===== src/rtl/tdma_deframer_pkg.sv =====
package tdma_deframer_pkg;

    localparam int CACH_SYMS   = 12;
    localparam int VF_SYMS     = 36;
    localparam int HALF_SYMS   = VF_SYMS / 2;
    localparam int CENTRE_SYMS = 24;
    localparam int BURST_SYMS  = CACH_SYMS + 2 * VF_SYMS + 2 * HALF_SYMS + CENTRE_SYMS;

    localparam int CACH_BITS   = 2 * CACH_SYMS;
    localparam int VF_BITS     = 2 * VF_SYMS;
    localparam int HALF_BITS   = 2 * HALF_SYMS;
    localparam int CENTRE_BITS = 2 * CENTRE_SYMS;
    localparam int BURST_BITS  = 2 * BURST_SYMS;

    localparam int VF1_OFS     = CACH_BITS;
    localparam int VF2A_OFS    = VF1_OFS + VF_BITS;
    localparam int CENTRE_OFS  = VF2A_OFS + HALF_BITS;
    localparam int VF2B_OFS    = CENTRE_OFS + CENTRE_BITS;
    localparam int VF3_OFS     = VF2B_OFS + HALF_BITS;

    localparam int ST_BITS     = 7;
    localparam int EMB_HEAD    = 8;
    localparam int EMB_BITS    = 2 * EMB_HEAD;
    localparam int EMB_TAIL    = CENTRE_BITS - EMB_HEAD;

    typedef logic [1:0] dibit_t;

    typedef struct packed {
        logic [CACH_BITS-1:0]   cach;
        logic [VF_BITS-1:0]     v1;
        logic [VF_BITS-1:0]     v2;
        logic [VF_BITS-1:0]     v3;
        logic [CENTRE_BITS-1:0] centre;
    } burst_fields_t;

    // destination of the access-channel bit arriving at position n
    function automatic int cach_slot(input int n);
        case (n)
            0: return 0;    1: return 7;    2: return 8;    3: return 9;
            4: return 1;    5: return 10;   6: return 11;   7: return 12;
            8: return 2;    9: return 13;  10: return 14;  11: return 15;
           12: return 3;   13: return 16;  14: return 4;   15: return 17;
           16: return 18;  17: return 19;  18: return 5;   19: return 20;
           20: return 21;  21: return 22;  22: return 6;   default: return 23;
        endcase
    endfunction

    function automatic logic [2:0] ham_parity(input logic [3:0] d);
        logic [2:0] p;
        p[0] = d[0] ^ d[1] ^ d[2];
        p[1] = d[1] ^ d[2] ^ d[3];
        p[2] = d[0] ^ d[1] ^ d[3];
        return p;
    endfunction

    // s[n] is the n-th bit of the burst in arrival order
    function automatic burst_fields_t split_stream(input logic [BURST_BITS-1:0] s);
        burst_fields_t f;
        f = '0;
        for (int n = 0; n < CACH_BITS; n++)   f.cach[cach_slot(n)] = s[n];
        for (int i = 0; i < VF_BITS; i++)     f.v1[i] = s[VF1_OFS + i];
        for (int i = 0; i < HALF_BITS; i++) begin
            f.v2[i]             = s[VF2A_OFS + i];
            f.v2[HALF_BITS + i] = s[VF2B_OFS + i];
        end
        for (int i = 0; i < CENTRE_BITS; i++) f.centre[i] = s[CENTRE_OFS + i];
        for (int i = 0; i < VF_BITS; i++)     f.v3[i] = s[VF3_OFS + i];
        return f;
    endfunction

endpackage


===== src/rtl/tdma_symbol_sequencer.sv =====
module tdma_symbol_sequencer #(
    parameter int NSYM = 144
) (
    input  logic clk,
    input  logic rst,
    input  logic sym_valid,
    output logic last_sym
);
    localparam int CW = $clog2(NSYM);

    logic [CW-1:0] cnt;

    assign last_sym = sym_valid && (cnt == CW'(NSYM - 1));

    always_ff @(posedge clk) begin
        if (rst)           cnt <= '0;
        else if (last_sym) cnt <= '0;
        else if (sym_valid) cnt <= cnt + 1'b1;
    end

    cnt_range_chk: assert property (@(posedge clk) disable iff (rst)
        cnt < CW'(NSYM));


    idle_hold_chk: assert property (@(posedge clk) disable iff (rst)
        !sym_valid |=> $stable(cnt));

endmodule


===== src/rtl/tdma_slot_type_decoder.sv =====
module tdma_slot_type_decoder
    import tdma_deframer_pkg::*;
#(
    parameter bit SLOT_FIX = 1'b1
) (
    input  logic [ST_BITS-1:0] cw_in,
    output logic [ST_BITS-1:0] cw_out,
    output logic               cw_bad
);
    logic [2:0] syn;
    logic [ST_BITS-1:0] flip;

    assign syn = ham_parity(cw_in[3:0]) ^ cw_in[6:4];

    always_comb begin
        case (syn)
            3'b101:  flip = 7'b0000001;
            3'b111:  flip = 7'b0000010;
            3'b011:  flip = 7'b0000100;
            3'b110:  flip = 7'b0001000;
            3'b001:  flip = 7'b0010000;
            3'b010:  flip = 7'b0100000;
            3'b100:  flip = 7'b1000000;
            default: flip = 7'b0000000;
        endcase
    end

    generate
        if (SLOT_FIX) begin : g_fix
            assign cw_out = cw_in ^ flip;
            assign cw_bad = 1'b0;
        end else begin : g_detect
            assign cw_out = cw_in;
            assign cw_bad = (syn != 3'b000);
        end
    endgenerate

endmodule


===== src/rtl/tdma_sync_matcher.sv =====
module tdma_sync_matcher
    import tdma_deframer_pkg::*;
#(
    parameter logic [CENTRE_SYMS-1:0] VOICE_SIGNS = 24'h439B4D,
    parameter logic [CENTRE_SYMS-1:0] DATA_SIGNS  = 24'hBC64B2
) (
    input  logic [CENTRE_BITS-1:0] centre,
    output logic                   voice_hit,
    output logic                   data_hit
);
    logic [CENTRE_SYMS-1:0] signs;

    generate
        for (genvar k = 0; k < CENTRE_SYMS; k++) begin : g_sign
            assign signs[CENTRE_SYMS-1-k] = centre[2*k];
        end
    endgenerate

    assign voice_hit = (signs == VOICE_SIGNS);
    assign data_hit  = (signs == DATA_SIGNS);

endmodule


===== src/rtl/tdma_burst_deframer.sv =====
module tdma_burst_deframer
    import tdma_deframer_pkg::*;
#(
    parameter bit                     SLOT_FIX    = 1'b1,
    parameter logic [CENTRE_SYMS-1:0] VOICE_SIGNS = 24'h439B4D,
    parameter logic [CENTRE_SYMS-1:0] DATA_SIGNS  = 24'hBC64B2
) (
    input  logic                   clk,
    input  logic                   rst,
    input  logic                   sym_valid,
    input  logic [1:0]             sym,
    input  logic                   invert,
    output logic                   burst_done,
    output logic                   burst_bad,
    output logic                   slot_num,
    output logic [ST_BITS-1:0]     slot_type,
    output logic                   voice_sync_hit,
    output logic                   data_sync_hit,
    output logic [CACH_BITS-1:0]   cach_bits,
    output logic [VF_BITS-1:0]     voice1,
    output logic [VF_BITS-1:0]     voice2,
    output logic [VF_BITS-1:0]     voice3,
    output logic [CENTRE_BITS-1:0] centre_bits,
    output logic [EMB_BITS-1:0]    emb_word,
    output logic [3:0]             color_code,
    output logic                   pi_flag,
    output logic [1:0]             lc_ss
);
    localparam int HIST_BITS = BURST_BITS - 2;

    dibit_t                 d_in;
    logic [HIST_BITS-1:0]   hist;
    logic [BURST_BITS-1:0]  full;
    logic [BURST_BITS-1:0]  stream;
    burst_fields_t          fld;
    logic                   last_sym;
    logic [ST_BITS-1:0]     st_fixed;
    logic                   st_bad;
    logic                   v_hit, d_hit;
    logic [EMB_BITS-1:0]    emb_c;

    assign d_in = {sym[1] ^ invert, sym[0]};

    tdma_symbol_sequencer #(.NSYM(BURST_SYMS)) u_seq (
        .clk       (clk),
        .rst       (rst),
        .sym_valid (sym_valid),
        .last_sym  (last_sym)
    );

    always_ff @(posedge clk) begin
        if (rst)            hist <= '0;
        else if (sym_valid) hist <= {hist[HIST_BITS-3:0], d_in};
    end

    assign full = {hist, d_in};

    always_comb begin
        for (int n = 0; n < BURST_BITS; n++) stream[n] = full[BURST_BITS-1-n];
    end

    assign fld = split_stream(stream);

    tdma_slot_type_decoder #(.SLOT_FIX(SLOT_FIX)) u_st (
        .cw_in  (fld.cach[ST_BITS-1:0]),
        .cw_out (st_fixed),
        .cw_bad (st_bad)
    );

    tdma_sync_matcher #(.VOICE_SIGNS(VOICE_SIGNS), .DATA_SIGNS(DATA_SIGNS)) u_sync (
        .centre    (fld.centre),
        .voice_hit (v_hit),
        .data_hit  (d_hit)
    );

    assign emb_c = {fld.centre[CENTRE_BITS-1:EMB_TAIL], fld.centre[EMB_HEAD-1:0]};

    always_ff @(posedge clk) begin
        if (rst) begin
            burst_done     <= 1'b0;
            burst_bad      <= 1'b0;
            slot_num       <= 1'b0;
            slot_type      <= '0;
            voice_sync_hit <= 1'b0;
            data_sync_hit  <= 1'b0;
            cach_bits      <= '0;
            voice1         <= '0;
            voice2         <= '0;
            voice3         <= '0;
            centre_bits    <= '0;
            emb_word       <= '0;
            color_code     <= '0;
            pi_flag        <= 1'b0;
            lc_ss          <= '0;
        end else begin
            burst_done <= last_sym;
            if (last_sym) begin
                burst_bad      <= st_bad;
                voice_sync_hit <= v_hit && !st_bad;
                data_sync_hit  <= d_hit && !st_bad;
                if (!st_bad) begin
                    slot_num    <= st_fixed[1];
                    slot_type   <= st_fixed;
                    cach_bits   <= {fld.cach[CACH_BITS-1:ST_BITS], st_fixed};
                    voice1      <= fld.v1;
                    voice2      <= fld.v2;
                    voice3      <= fld.v3;
                    centre_bits <= fld.centre;
                    emb_word    <= emb_c;
                    color_code  <= {emb_c[0], emb_c[1], emb_c[2], emb_c[3]};
                    pi_flag     <= emb_c[4];
                    lc_ss       <= {emb_c[5], emb_c[6]};
                end
            end
        end
    end


    done_pulse_chk: assert property (@(posedge clk) disable iff (rst)
        burst_done |=> !burst_done);


    hold_between_chk: assert property (@(posedge clk) disable iff (rst)
        !last_sym |=> ($stable(slot_type) && $stable(voice1) && $stable(voice2)
                       && $stable(voice3) && $stable(centre_bits) && !burst_done));


    bad_no_sync_chk: assert property (@(posedge clk) disable iff (rst)
        burst_bad |-> (!voice_sync_hit && !data_sync_hit));


    slot_code_valid_chk: assert property (@(posedge clk) disable iff (rst)
        (burst_done && !burst_bad) |-> (ham_parity(slot_type[3:0]) == slot_type[6:4]));


    sync_exclusive_chk: assert property (@(posedge clk) disable iff (rst)
        (VOICE_SIGNS != DATA_SIGNS) |-> !(voice_sync_hit && data_sync_hit));

endmodule


===== config.mk =====
export PLATFORM = sky130hd
export DESIGN_NAME = tdma_burst_deframer
export DESIGN_NICKNAME = d
export VERILOG_FILES = /design/src/rtl/tdma_deframer_pkg.sv /design/src/rtl/tdma_symbol_sequencer.sv /design/src/rtl/tdma_slot_type_decoder.sv /design/src/rtl/tdma_sync_matcher.sv /design/src/rtl/tdma_burst_deframer.sv
export SDC_FILE = /design/constraint.sdc
export NUM_CORES = 1
export LEC_CHECK = 0
export BUFFER_PORTS_ARGS = -buffer_cell sky130_fd_sc_hd__buf_2
export CAP_MARGIN = 30
export CORE_ASPECT_RATIO = 0.75
export CORE_MARGIN = 10
export CORE_UTILIZATION = 50
export DETAILED_ROUTE_END_ITERATION = 10
export GPL_ROUTABILITY_DRIVEN = 0
export PLACE_DENSITY = 0.72
export REMOVE_ABC_BUFFERS = 1
export SLEW_MARGIN = 15
export SYNTH_ARGS = -nofsm -noshare
export SYNTH_HDL_FRONTEND = slang
export SYNTH_SLANG_ARGS = --single-unit

===== constraint.sdc =====
create_clock -name clk -period 2.35 [get_ports clk]
set_input_delay 0.47 -clock clk [delete_from_list [all_inputs] [get_ports clk]]
set_output_delay 0.47 -clock clk [all_outputs]
set_load 0.02 [all_outputs]

# == Word-level counts from Yosys, hierarchy flattened ==
# Cells that the tools add are included.
# op_classes
n_addsub,1
n_reduce_logical,2
eq_ne,10
bitwise_logic,8
muxes,1
# op_table
op,n
7-bit case mux with 7 select lines,1
24-bit by 23-bit == test with 1-bit output (second input constant),1
24-bit == test (second input constant),1
3-bit == test (second input constant),4
8-bit by 1-bit adder with 8-bit output (second input constant),1
8-bit == test (second input constant),1
7-bit bitwise XOR,1
3-bit by 2-bit == test with 1-bit output (second input constant),2
1-bit bitwise XOR,6
3-bit by 1-bit == test with 1-bit output (second input constant),1
3-bit bitwise XOR,1
2-bit OR reduction,1
1-bit logical AND,1
# totals
input_bits,6
out_inout_bits,323
wordCells,38
ff_bits,616

# == Depth between registers and ports, before layout ==
# depth
depth_word,6
ltp_mapped,8

# == By module ==
# From an unflattened synthesis, not the netlist that was laid out.
# hier_totals
cells_unflattened,2314
area_unflattened_um2,21271.7
# by_module_without_submodules
mod,n_inst,cells_per_inst,area_each_um2
tdma_burst_deframer,1,2216,20457.1
tdma_symbol_sequencer,1,40,385.4
tdma_slot_type_decoder,1,42,295.3
tdma_sync_matcher,1,16,133.9

# == Worst setup path after synthesis ==
# No wires, ideal clock.
# synth_timing
kind,register -> register
from,reg u_seq.cnt[4]
to,reg centre_bits[11]
path_slack_ps,474
stages_incl_launch_ff,7
path_buffers,3
arrival_time_ps,1760
setup_ps,117
synth_period_minus_slack_ps,1876
path_cell_list,dfxtp_1 -> or4b_4 -> o21ba_2 -> buf_2 -> clkbuf_1 -> buf_2 -> a22o_1
# synth_between
elab_chain_len,2
# synth_lines
element,line,text
from (decl),tdma_symbol_sequencer.sv:11,logic [CW-1:0] cnt;
from (signal assigned),tdma_symbol_sequencer.sv:18,else if (sym_valid) cnt <= cnt + 1'b1;
8-bit == test,tdma_symbol_sequencer.sv:13,assign last_sym = sym_valid && (cnt == CW'(NSYM - 1));
1-bit logical AND,tdma_symbol_sequencer.sv:13,
to (signal assigned),tdma_burst_deframer.sv:108,centre_bits <= fld.centre;
to (decl),tdma_burst_deframer.sv:23,"output logic [CENTRE_BITS-1:0] centre_bits,"
# Every way passes these cells.
# A chain may end at the register's enable or synchronous reset.

# == Worst setup path after layout ==
# layout_timing
from,reg u_seq.cnt[4]
to,reg centre_bits[24]
# Same word-level chain as after synthesis.

==> insert_results.sql <==
INSERT INTO impl_metrics (metric_group, metric, value, unit) VALUES
('outcome', 'outcome', 'completed', ''),
('power', 'switchingPower', '3889', 'uW'),
('setup_path', 'critPathKind', 'reg2reg', ''),
('routing', 'detail-route-antenna-nets', '0', ''),
('floorplanning', 'floorplan.die_area', '48020', 'um2'),
('final_layout', 'antenna_cells', '0', ''),
('setup_path', 'crit_arrival', '2640', 'ps'),
('global_route', 'antenna_found_initial', '0', ''),
('setup_path', 'worst_ep_required_time', '2840', 'ps'),
('synthesis', 'synth_area_per_cell', '11.56', 'um2'),
('timing', 'slew_headroom', '38.09', '%'),
('final_layout', 'multiInputGateArea', '7108', 'um2'),
('timing', 'final.setup.tns', '0', 'ps'),
('power', 'powerDensity', '812.2', 'nW/um2'),
('placed_design', 'hpwl', '29420', 'um'),
('synthesis', 'yosys_warnings', '0', ''),
('final_layout', 'fillers', '3251', ''),
('setup_path', 'endpoint_kind_of_the_worst_setup_timing_path', 'flip-flop', ''),
('power', 'sw_frac_of_total', '20.62', '%'),
('timing', 'maxClockFrequency', '466.0', 'MHz'),
('floorplanning', 'io_pins', '329', ''),
('cts', 'cts_made_buffers', '52', ''),
('timing', 'post_route_fraction_of_the_period_consumed_by_the_critical_path', '91.31', '%'),
('timing', 'grt_setup_unrepaired', 'no', ''),
('global_route', 'total_routing_resource_utilization_after_global_routing', '17.63', '%'),
('power', 'irDropWorstVdd', '0.0005057', 'V'),
('placed_design', 'port_buffers', '327', ''),
('global_route', 'vias_in_the_first_global_route', '13010', ''),
('synthesis', 'synth_cells', '1712', ''),
('final_layout', 'area_delta_synth_final', '17.34', '%'),
('timing', 'worst_slew_pin_slew', '928.6', 'ps'),
('cts', 'cts_hold_buf', '0', ''),
('global_route', 'maximum_number_of_pins_on_one_net_before_global_route_repair', '203', ''),
('flow_run', 'maxCapViolations', '0', ''),
('routing', 'remaining_routing_drc_violations', '0', ''),
('synthesis', 'yosysSeqAreaShare', '59.18', '%'),
('final_layout', 'seqCellArea', '11710', 'um2'),
('final_layout', 'share_of_final_layout_standard_cells_stronger_than_drive_strength_1', '22.01', '%'),
('power', 'p_comb_share', '2.5', '%'),
('power', 'p_clk_share', '44.9', '%'),
('final_layout', 'leading_cell_type_in_the_layout_fill_and_taps_excluded', 'sky130_fd_sc_hd__dfxtp_1', ''),
('cts', 'ctsHtreeMaxLevel', '2', ''),
('routing', 'route.final.wire_length', '44700', 'um'),
('final_layout', 'most-common-layout-cells', 'sky130_fd_sc_hd__dfxtp_1, sky130_fd_sc_hd__buf_2, sky130_fd_sc_hd__nor2_1', ''),
('cts', 'insertion_delay', '560', 'ps'),
('timing', 'slew_violations', '0', ''),
('timing', 'timing.final.hold_violations', '0', ''),
('final_layout', 'num-nets-final', '1960', ''),
('synthesis', 'synth-main-ff-cell', 'sky130_fd_sc_hd__dfxtp_1', ''),
('cts', 'clk_pin_slew', '70', 'ps'),
('synthesis', 'register_bit_count_reported_by_yosys', '585', ''),
('setup_path', 'cp_max_fo', '58', ''),
('min_path', 'hold_class', 'in2reg', ''),
('power', 'seqPwrFrac', '52.6', '%'),
('floorplanning', 'dieHeight', '192.3', 'um'),
('floorplanning', 'initial_core_util', '50.31', '%'),
('power', 'internal-power', '14970', 'uW'),
('cts', 'cts_tree', 'yes', ''),
('setup_path', 'startpoint_type', 'flip-flop', ''),
('timing', 'finalSetupViolations', '0', ''),
('synthesis', 'synth.cell_area', '19790', 'um2'),
('routing', 'drtIter0Drc', '770', ''),
('cts', 'cts_post_setup_buffers_inserted', '0', ''),
('global_route', 'grt_pass1_wl', '71570', 'um'),
('cts', 'clock_tree.buffer_depth', '3', ''),
('routing', 'route.vias.total', '13370', ''),
('routing', 'drt_first_pass_iters', '4', ''),
('cts', 'cts_repair_resize_count', '0', ''),
('synthesis', 'async_flop_share', '0', '%'),
('timing', 'finalWorstPathRequiredPeriod', '2146', 'ps'),
('power', 'p_leak', '0.01068', 'uW'),
('power', 'power', '18860', 'uW'),
('floorplanning', 'placement_rows', '63', ''),
('synthesis', 'ys_types', '39', ''),
('floorplanning', 'placeableCoreArea', '39330', 'um2'),
('routing', 'wl_per_cell', '17.81', 'um'),
('synthesis', 'synth-edff-count', '0', ''),
('cts', 'cts.sinks', '585', ''),
('timing', 'finClkSkew', '11.94', 'ps'),
('floorplanning', 'die_width', '249.7', 'um'),
('global_route', 'total_overflow_reported_by_the_global_router', '0', ''),
('routing', 'vias_per_cell', '5.327', ''),
('cts', 'root_buffer', 'sky130_fd_sc_hd__clkbuf_16', '');
==> metrics by stage <==
step                hold WS [ps]  instance area (um2)  util, %  cells  setup slack (ps)
global route               108.9                23220    59.03   2510             92.90
detailed placement         451.2                21520    54.70   2419             222.6
CTS                        103.5                23220    59.03   2510             206.6
floorplan                  441.7                18820        -   1545             -1768
global placement           441.4                21520    54.70   2419             274.8
finish                     126.0                23220    59.03   2510             204.1
==> synth_stat cells, types with 3 or more instances <==
master	n	area, um2
sky130_fd_sc_hd__xnor2_1	6	52.55
sky130_fd_sc_hd__buf_6	23	259.0
sky130_fd_sc_hd__or3_1	4	25.02
sky130_fd_sc_hd__nor3_1	4	20.02
sky130_fd_sc_hd__buf_1	32	120.1
sky130_fd_sc_hd__nor2_1	292	1096
sky130_fd_sc_hd__xor2_1	7	61.31
sky130_fd_sc_hd__mux2i_1	286	2863
sky130_fd_sc_hd__nand3_1	7	35.03
sky130_fd_sc_hd__buf_4	33	247.7
sky130_fd_sc_hd__a22o_1	279	2444
sky130_fd_sc_hd__o211ai_1	6	45.04
sky130_fd_sc_hd__nor4b_1	3	26.28
sky130_fd_sc_hd__dfxtp_1	585	11710
sky130_fd_sc_hd__a2111o_1	6	67.56
sky130_fd_sc_hd__nand2_1	22	82.58
sky130_fd_sc_hd__o21ai_0	4	20.02
sky130_fd_sc_hd__clkbuf_1	60	225.2
sky130_fd_sc_hd__buf_2	17	85.08
sky130_fd_sc_hd__a21oi_1	9	45.04
sky130_fd_sc_hd__nand4_1	5	31.28
==> sequential cells by signal, summed over array words and instances, names as in the netlist <==
register	flops
voice2	72
data_sync_hit	1
cach_bits	24
hist	286
u_seq.cnt	8
color_code	3
lc_ss	1
burst_done	1
emb_word	12
voice1	72
voice3	72
centre_bits	32
voice_sync_hit	1
==> critical path: stages (launching register included) <==
cell and delay (ps):
sky130_fd_sc_hd__dfxtp_1 340, sky130_fd_sc_hd__or4b_4 560, sky130_fd_sc_hd__or3_1 430, sky130_fd_sc_hd__inv_8 220
sky130_fd_sc_hd__buf_12 300, sky130_fd_sc_hd__a22o_1 190
==> cells by family (layout without fill, tap and decap cells) <==
group	Yosys count	after routing	share of synthesized area, %
other	1	1	0.01895
AOI/OAI and AO/OA	310	310	13.56
buffers and inverters	168	446	4.932
adders and majority gates	1	1	0.06322
xor gates and xnor gates	14	14	0.6892
and+or+nand+nor	347	347	7.094
DFF	585	585	59.18
muxes	286	286	14.47
==> final cells by class <==
type | instances | share of cell area [%]
sequential | 585 | 50.44
multi-input combinational | 959 | 30.61
timing repair buffer | 354 | 8.762
clock buffer | 76 | 6.515
tap | 520 | 2.802
clock inverter | 15 | 0.8244
inverter | 1 | 0.04850
==> layer usage <==
| metal | track usage [%] | part of all wire, % |
|---|---|---|
| met5 | 0 | 0 |
| met4 | 3.885 | 1.6 |
| met1 | 24.21 | 47 |
| met2 | 26.99 | 45 |
| met3 | 5.260 | 7.2 |
==> power by group through the flow <==
stage          Sequential [uW]  Combinational [uW]  Clock (uW)
2_1_floorplan            10100                 164           0
3_3_place_gp             10200                 464           0
3_5_place_dp             10200                 467           0
4_1_cts                   9930                 469        8680
5_1_grt                   9920                 496        9060
6_report                  9930                 464        8470
==> worst paths after layout <==
| check | start | slack [ps] | cells past startpoint | endpoint |
|---|---|---|---|---|
| min | rst | 130 | 2 | hist[275] |
| max reg2reg | u_seq.cnt[4] | 200 | 5 | centre_bits[24] |
| min reg2reg | data_sync_hit | 470 | 1 | data_sync_hit |
| max | u_seq.cnt[4] | 200 | 5 | centre_bits[24] |
Note: power is estimated with default switching activity, not from simulation.
